$ cat config.mk
export PLATFORM = sky130hd
export DESIGN_NAME = ls_addr_gen
export DESIGN_NICKNAME = d
export VERILOG_FILES = /design/src/rtl/ls_addr_pkg.sv /design/src/rtl/ls_field_dec.sv /design/src/rtl/ls_offset_sel.sv /design/src/rtl/ls_index_calc.sv /design/src/rtl/ls_addr_gen.sv
export SDC_FILE = /design/constraint.sdc
export NUM_CORES = 1
export LEC_CHECK = 0
export ABC_AREA = 0
export BUFFER_PORTS_ARGS = -buffer_cell sky130_fd_sc_hd__buf_2
export CAP_MARGIN = 15
export CORE_ASPECT_RATIO = 1.5
export CORE_UTILIZATION = 40
export DETAILED_ROUTE_END_ITERATION = 7
export GPL_ROUTABILITY_DRIVEN = 0
export HOLD_SLACK_MARGIN = 0.02
export PLACE_DENSITY = 0.59
export SYNTH_ARGS = -nofsm -noshare
export SYNTH_HDL_FRONTEND = slang
export SYNTH_HIERARCHICAL = 1
export SYNTH_SLANG_ARGS = --single-unit
$ cat constraint.sdc
create_clock -name clk -period 6.9 [get_ports clk]
set_input_delay 1.725 -clock clk [delete_from_list [all_inputs] [get_ports clk]]
set_output_delay 1.725 -clock clk [all_outputs]
set_load 0.05 [all_outputs]
$ cat src/rtl/ls_addr_pkg.sv
package ls_addr_pkg;
    localparam int unsigned XLEN    = 32;
    localparam int unsigned IMM_W   = 12;
    localparam int unsigned SH_W    = 5;
    localparam int unsigned RIDX_W  = 4;
    localparam int unsigned PC_IDX  = 15;

    // bit positions the decoder depends on
    localparam int unsigned CLS_HI  = 27;
    localparam int unsigned CLS_LO  = 26;
    localparam int unsigned REG_BIT = 25;
    localparam int unsigned PRE_BIT = 24;
    localparam int unsigned UP_BIT  = 23;
    localparam int unsigned WB_BIT  = 21;
    localparam int unsigned RN_LO   = 16;
    localparam int unsigned SH_LO   = 7;
    localparam logic [1:0]  LS_CLASS = 2'b01;

    typedef struct packed {
        logic              is_ls;
        logic              reg_ofs;
        logic              pre;
        logic              up;
        logic              wb;
        logic [RIDX_W-1:0] rn;
        logic [IMM_W-1:0]  imm;
        logic [SH_W-1:0]   shamt;
    } ls_ctrl_t;

    typedef struct packed {
        logic            vld;
        logic [XLEN-1:0] addr;
        logic [XLEN-1:0] wbv;
        logic            wen;
    } ls_out_t;
endpackage

$ cat src/rtl/ls_field_dec.sv
module ls_field_dec
    import ls_addr_pkg::*;
(
    input  logic [XLEN-1:0] insn,
    output ls_ctrl_t        ctl
);
    logic unused_fields;
    assign unused_fields = ^{insn[31:28], insn[22], insn[20], insn[15:12]};

    always_comb begin
        ctl.is_ls   = (insn[CLS_HI:CLS_LO] == LS_CLASS);
        ctl.reg_ofs = insn[REG_BIT];
        ctl.pre     = insn[PRE_BIT];
        ctl.up      = insn[UP_BIT];
        ctl.wb      = insn[WB_BIT];
        ctl.rn      = insn[RN_LO +: RIDX_W];
        ctl.imm     = insn[IMM_W-1:0];
        ctl.shamt   = insn[SH_LO +: SH_W];
    end
endmodule

$ cat src/rtl/ls_offset_sel.sv
module ls_offset_sel
    import ls_addr_pkg::*;
(
    input  ls_ctrl_t        ctl,
    input  logic [XLEN-1:0] idx_val,
    output logic [XLEN-1:0] offset
);
    localparam int unsigned STAGES = SH_W;

    logic [XLEN-1:0] stage [STAGES+1];

    assign stage[0] = idx_val;

    // logarithmic left shifter, one stage per shift-amount bit
    for (genvar s = 0; s < STAGES; s++) begin : g_shift
        assign stage[s+1] = ctl.shamt[s] ? {stage[s][XLEN-1-(1<<s):0], {(1<<s){1'b0}}}
                                         : stage[s];
    end

    always_comb begin
        if (ctl.reg_ofs) offset = stage[STAGES];
        else             offset = {{(XLEN-IMM_W){1'b0}}, ctl.imm};
    end
endmodule

$ cat src/rtl/ls_index_calc.sv
module ls_index_calc
    import ls_addr_pkg::*;
(
    input  logic [XLEN-1:0] base,
    input  logic [XLEN-1:0] offset,
    input  logic            up,
    output logic [XLEN-1:0] adjusted
);
    logic [XLEN-1:0] operand;

    always_comb begin
        // subtraction as base + ~offset + 1, sharing one adder
        operand  = up ? offset : ~offset;
        adjusted = base + operand + {{(XLEN-1){1'b0}}, ~up};
    end
endmodule

$ cat src/rtl/ls_addr_gen.sv
module ls_addr_gen
    import ls_addr_pkg::*;
(
    input  logic            clk,
    input  logic            rst_n,
    input  logic            in_valid,
    input  logic [XLEN-1:0] insn,
    input  logic [XLEN-1:0] base_val,
    input  logic [XLEN-1:0] idx_val,
    output logic            out_valid,
    output logic [XLEN-1:0] mem_addr,
    output logic [XLEN-1:0] wb_val,
    output logic            wb_en
);
    localparam logic [RIDX_W-1:0] PC_NUM = RIDX_W'(PC_IDX);

    ls_ctrl_t        ctl;
    logic [XLEN-1:0] offset;
    logic [XLEN-1:0] adjusted;
    ls_out_t         res_d, res_q;

    ls_field_dec u_dec (
        .insn (insn),
        .ctl  (ctl)
    );

    ls_offset_sel u_ofs (
        .ctl     (ctl),
        .idx_val (idx_val),
        .offset  (offset)
    );

    ls_index_calc u_calc (
        .base     (base_val),
        .offset   (offset),
        .up       (ctl.up),
        .adjusted (adjusted)
    );

    always_comb begin
        res_d     = res_q;
        res_d.vld = in_valid && ctl.is_ls;
        if (res_d.vld) begin
            res_d.wbv = adjusted;
            if (ctl.pre) begin
                res_d.addr = adjusted;
                res_d.wen  = ctl.wb && (ctl.rn != PC_NUM);
            end else begin
                res_d.addr = base_val;
                res_d.wen  = 1'b1;
            end
        end
    end

    always_ff @(posedge clk) begin
        if (!rst_n) res_q <= '0;
        else        res_q <= res_d;
    end

    assign out_valid = res_q.vld;
    assign mem_addr  = res_q.addr;
    assign wb_val    = res_q.wbv;
    assign wb_en     = res_q.wen;


    valid_pulse_chk: assert property (@(posedge clk) disable iff (!rst_n)
        (in_valid && insn[CLS_HI:CLS_LO] == LS_CLASS) |=> out_valid);


    valid_quiet_chk: assert property (@(posedge clk) disable iff (!rst_n)
        !(in_valid && insn[CLS_HI:CLS_LO] == LS_CLASS) |=> !out_valid);


    post_base_chk: assert property (@(posedge clk) disable iff (!rst_n)
        (in_valid && insn[CLS_HI:CLS_LO] == LS_CLASS && !insn[PRE_BIT])
        |=> (mem_addr == $past(base_val) && wb_en));


    pc_guard_chk: assert property (@(posedge clk) disable iff (!rst_n)
        (in_valid && insn[CLS_HI:CLS_LO] == LS_CLASS && insn[PRE_BIT]
         && insn[RN_LO +: RIDX_W] == PC_NUM) |=> !wb_en);


    pre_match_chk: assert property (@(posedge clk) disable iff (!rst_n)
        (in_valid && insn[CLS_HI:CLS_LO] == LS_CLASS && insn[PRE_BIT])
        |=> (mem_addr == wb_val));


    hold_chk: assert property (@(posedge clk) disable iff (!rst_n)
        !(in_valid && insn[CLS_HI:CLS_LO] == LS_CLASS)
        |=> ($stable(mem_addr) && $stable(wb_val) && $stable(wb_en)));
endmodule

# After elaboration in Yosys (flattened, before gate mapping)
# Index checks and enable logic that the tools add are counted.
# classes
muxes,9
add_sub_neg,2
n_bitwise,2
eq_ne,2
reduce_logical,2
# ops
cell,n
$mux 32,8
$add 32x1->32,1
$add 32x32->32,1
$not 32->32,1
$ne 4x4->1 const B,1
$eq 2x1->1 const B,1
$logic_and 1x1->1,2
$mux 1,1
$not 1->1,1
# word_totals
ff_bits,66
inputBits,99
output_inout_bits,66

# Depth between registers and ports, before layout
# logic_depth
ltp_word,11
mapped_depth,22
depth_no_buf,17

# Modules after synthesis
# The synthesis kept the hierarchy.
# modules_own_cells
mod,seq_area_each_um2,area_each_um2,instances,cells_per_inst
ls_addr_gen,1321.3,2658.8,1,290
ls_index_calc,0.0,2069.5,1,288
ls_offset_sel,0.0,2058.2,1,264
ls_field_dec,0.0,201.4,1,26

# Worst setup path before layout
# Ideal clock, no wire load.
# synth_path
path_type,input -> register
start,input insn[7]
end,"register res_q, in the netlist mem_addr[28]"
arrival_ps,5266
stages,21
slack_ps,1564
path_buffers,5
cell_sequence,buf_4 > buf_6 > buf_6 > buf_6 > mux2_2 > mux4_2 > nand2_1 > o221ai_1 > xnor2_1 > ha_1 > clkbuf_1 > nand2_1 > nor3_1 > nand3_1 > a21o_1 > a31oi_1 > o21ai_0 > a21oi_1 > xor2_1 > mux2i_1 > a21oi_1
# synth_between
elab_chain_cells,11
# synth_lines
item,line_no,source
from (decl),ls_addr_gen.sv:7,"input logic [XLEN-1:0] insn,"
$mux 32 * (5 in series),ls_offset_sel.sv:16,"assign stage[s+1] = ctl.shamt[s] ? {stage[s][XLEN-1-(1<<s):0], {(1<<s){1'b0}}}"
$mux 32 *,ls_offset_sel.sv:21,if (ctl.reg_ofs) offset = stage[STAGES];
via offset[18],ls_addr_gen.sv:18,logic [XLEN-1:0] offset;
$not 32->32,ls_index_calc.sv:13,operand = up ? offset : ~offset;
$mux 32 *,ls_index_calc.sv:13,
$add 32x32->32 *,ls_index_calc.sv:14,"adjusted = base + operand + {{(XLEN-1){1'b0}}, ~up};"
$add 32x1->32 *,ls_index_calc.sv:14,
via adjusted[28],ls_addr_gen.sv:19,logic [XLEN-1:0] adjusted;
$mux 32 *,ls_addr_gen.sv:45,if (ctl.pre) begin
to (signal assigned),ls_addr_gen.sv:57,else res_q <= res_d;
to (decl),ls_addr_gen.sv:20,"ls_out_t res_d, res_q;"
# Mark *: on every way through the listed nets, which the timed path passes. The rest lies on a longest branch.
# A chain may end at the register's enable or synchronous reset.

# Final worst setup path
# layout_path
start,input insn[7]
end,"register res_q, in the netlist mem_addr[26]"
# layout_between
elab_chain_cells,11
# layout_lines
item,line_no
$mux 32 (5 in series),ls_offset_sel.sv:16
$mux 32 *,ls_offset_sel.sv:21
via offset[7],ls_addr_gen.sv:18
$not 32->32,ls_index_calc.sv:13
$mux 32 *,ls_index_calc.sv:13
$add 32x32->32 *,ls_index_calc.sv:14
$add 32x1->32 *,ls_index_calc.sv:14
via adjusted[26],ls_addr_gen.sv:19
$mux 32 *,ls_addr_gen.sv:45
# Marked as above.

==> impl_metrics.tcl <==
set metrics [dict create \
    cts_sinks 66 \
    grt_pass1_vias 6186 \
    sw_frac_of_total_pct 40.1 \
    power.share.clock_pct 28.6 \
    grt_pass1_wl_um 32300 \
    skew_ns 0 \
    cts-root-buf "clkbuf_16" \
    drive_gt1_share_pct 25.1 \
    layout.nets 1093 \
    power.density_mw_per_mm2 209 \
    fin_util_pct 46.6 \
    numPortBuffers 154 \
    wl_per_cell_um 17.6 \
    die_w_um 110 \
    clk_path_buf_depth 2 \
    initial_utilization_pct 41.3 \
    rows 58 \
    drv_cap 0 \
    dieHeight_um 164 \
    cp_slowest_cell "a2111o_1" \
    post-cts-setup-buffers 0 \
    p_leak_nw 3.37 \
    status "finished clean" \
    dr.pass1.iters 5 \
    reg2reg_depth 2 \
    p_sw_w 0.000659 \
    synthesis.area_mm2 0.00699 \
    final_area_mm2 0.00788 \
    antennaDiodeCount 0 \
    synth_top_family_by_area "compound AO/OA/AOI/OAI gates" \
    startpoint_type "input pin" \
    hp-class "flop to flop" \
    tightest_slew_ns 1.04 \
    core_mm2 0.0169 \
    syn_inst 868 \
    dpl.hpwl_um 16200 \
    cts.clk_slew.worst_paths_ns 0.06 \
    via_count 6645 \
    synth_edf_count 0 \
    rsz0062_at_grt "no" \
    insertion_delay_ns 0.32 \
    final_common_cell "buf_2" \
    drv_slew 0 \
    grt_max_degree 99 \
    cts_made_buffers 9 \
    drc 0 \
    worstSetupPathType "input pin to flop" \
    track_usage_pct 23.1 \
    io_pins 165 \
    period_needed_ns 5.84 \
    synth_area_per_cell_um2 8.05 \
    p_comb_share_pct 46.1 \
    synthSimpleGateAreaFrac_pct 15.2 \
    crit_required_ns 7.16 \
    seq_power_share_pct 25.3 \
    slowest_delay_ns 0.43 \
    antenna_found_initial 0 \
    syn-num-nets 1001 \
    ir_worst_vdd_mv 0.163 \
    ys_warn_count 6 \
    path_max_fanout 33 \
    synthMuxAreaShare_pct 18.2 \
    period_share_pct 84.6 \
    worstPathArrival_ns 6.10 \
    gr-total-overflow 0 \
    setup_viol 0 \
    p_int_w 0.000986 \
    drtAntennaViolNets 0 \
    drt-initial-drc-count 293 \
    dpl-instance-area_mm2 0.00757 \
    slew_headroom_pct 30.5 \
    synthXorXnorAreaFrac_pct 7.52 \
    area_growth_pct 12.8 \
    cts-resized-gates 0 \
    hold-path-cell-count 2 \
    die_area_mm2 0.0180 \
    tritoncts "built" \
    async_flop_share_pct 0 \
    ys.flop_type "dfxtp_1" \
    hold_viol_final 0 \
    final_cell_mix "buf_2 (154), nand2_1 (111), a21oi_1 (75), dfxtp_1 (66), mux2i_1 (63)" \
    synth_cell_types 71 \
    fin_tns_setup_ns 0 \
    cts_hold_buf 0 \
    synth_compound_area_share_pct 25.2 \
    synth_fa_ha_area_share_pct 6.20 \
    end_kind "flop" \
    ys_ff_latch 66 \
    path_cells "buf_2 -> buf_12 -> mux2_2 -> mux2i_1 -> mux2_2 -> o2bb2ai_1 -> xnor2_1 -> ha_1 -> a2111o_1 -> o2111ai_1 -> a32oi_1 -> buf_4 -> a31o_2 -> a21oi_1 -> o21bai_1 -> xnor2_1 -> mux2i_1 -> a21oi_1" \
    yosysSeqAreaShare_pct 18.9 \
    fmax_mhz 171 \
    via_per_inst 5.66 \
    wl_um 20700 \
    h-tree-depth 3 \
]
critical path, delay by kind of cell:
| kind | cells | cell delay, ns |
|---|---|---|
| mux | 4 | 1.15 |
| buf+inv | 3 | 0.68 |
| xor+xnor | 2 | 0.49 |
| fa+ha+maj | 1 | 0.34 |
| compound gates | 8 | 1.71 |
cells in the mapped netlist (5+ instances only):
master | number | share of area [%]
nand2_1 | 111 | 6.0
a21oi_1 | 75 | 5.4
dfxtp_1 | 66 | 19
mux2i_1 | 63 | 9.0
o21ai_0 | 58 | 4.2
nor2_1 | 47 | 2.5
xnor2_1 | 42 | 5.3
buf_4 | 34 | 3.7
ha_1 | 33 | 5.9
a21boi_0 | 32 | 3.4
mux2_2 | 31 | 5.0
clkbuf_1 | 21 | 1.1
nand3_1 | 18 | 1.3
xor2_1 | 18 | 2.3
o22ai_1 | 16 | 1.4
buf_2 | 15 | 1.1
mux4_2 | 13 | 4.2
inv_1 | 12 | 0.64
nor2b_1 | 12 | 1.1
nand2b_1 | 11 | 0.98
nor3_1 | 11 | 0.79
buf_6 | 10 | 1.6
o21a_1 | 9 | 0.97
o2bb2ai_1 | 9 | 1.1
o211ai_1 | 8 | 0.86
a31oi_1 | 7 | 0.63
o21ai_1 | 5 | 0.36
metrics by stage:
| step | total power, W | std cells | hold WS [ns] | setup WS, ns |
|---|---|---|---|---|
| finish | 0.00165 | 1175 | 0.462 | 1.06 |
| floorplan | 0.00100 | 868 | 0.675 | 1.56 |
| detailed placement | 0.00117 | 1159 | 0.459 | 0.792 |
| global route | 0.00174 | 1175 | 0.485 | 0.741 |
| CTS | 0.00165 | 1175 | 0.466 | 1.13 |
| global placement | 0.00117 | 1159 | 0.451 | 0.843 |
sequential cells by signal, summed over array words and instances (netlist names):
| name | flops |
|---|---|
| mem_addr | 32 |
| wb_val | 32 |
| out_valid | 1 |
| wb_en | 1 |
power by group through the flow:
stage	Combinational (W)	Clock, W	Sequential [W]
6_report	0.000759	0.000471	0.000416
5_1_grt	0.000827	0.000496	0.000418
4_1_cts	0.000754	0.000479	0.000416
3_5_place_dp	0.000750	0	0.000424
3_3_place_gp	0.000748	0	0.000423
2_1_floorplan	0.000498	0	0.000505
per-layer routing:
metal | track usage (%) | wire length, µm | vias up
met2 | 39.0 | 9820 | 253
met1 | 28.3 | 8930 | 3019
li1 | - | - | 3314
met4 | 12.7 | 985 | 0
met5 | 0 | 0 | -
met3 | 1.98 | 983 | 59
path summary, 6_finish.rpt:
kind	end	from	slack, ns
setup / recovery	mem_addr[26]	insn[7]	1.06
hold / removal	wb_val[27]	wb_val[27]	0.46
setup reg to reg	mem_addr[15]	mem_addr[15]	6.18
hold reg to reg	wb_val[27]	wb_val[27]	0.46
area by class of cell:
class	instances	area, µm²
Inverter	13	48.8
Clock inverter	4	50.0
Sequential cell	66	1320
Tap cell	210	263
Timing Repair Buffer	166	886
Multi-Input combinational cell	704	5060
Fill cell	1749	9030
Clock buffer	12	256
cells by family (layout without fill, tap and decap cells):
family,count (synthesis),count (layout)
AOI/OAI and AO/OA,268,268
and+or+nand+nor,235,235
muxes,107,107
buffers and inverters,98,195
DFF,66,66
xor gates and xnor gates,60,60
adders and majority gates,34,34
Note: power is estimated with default switching activity, not from simulation.
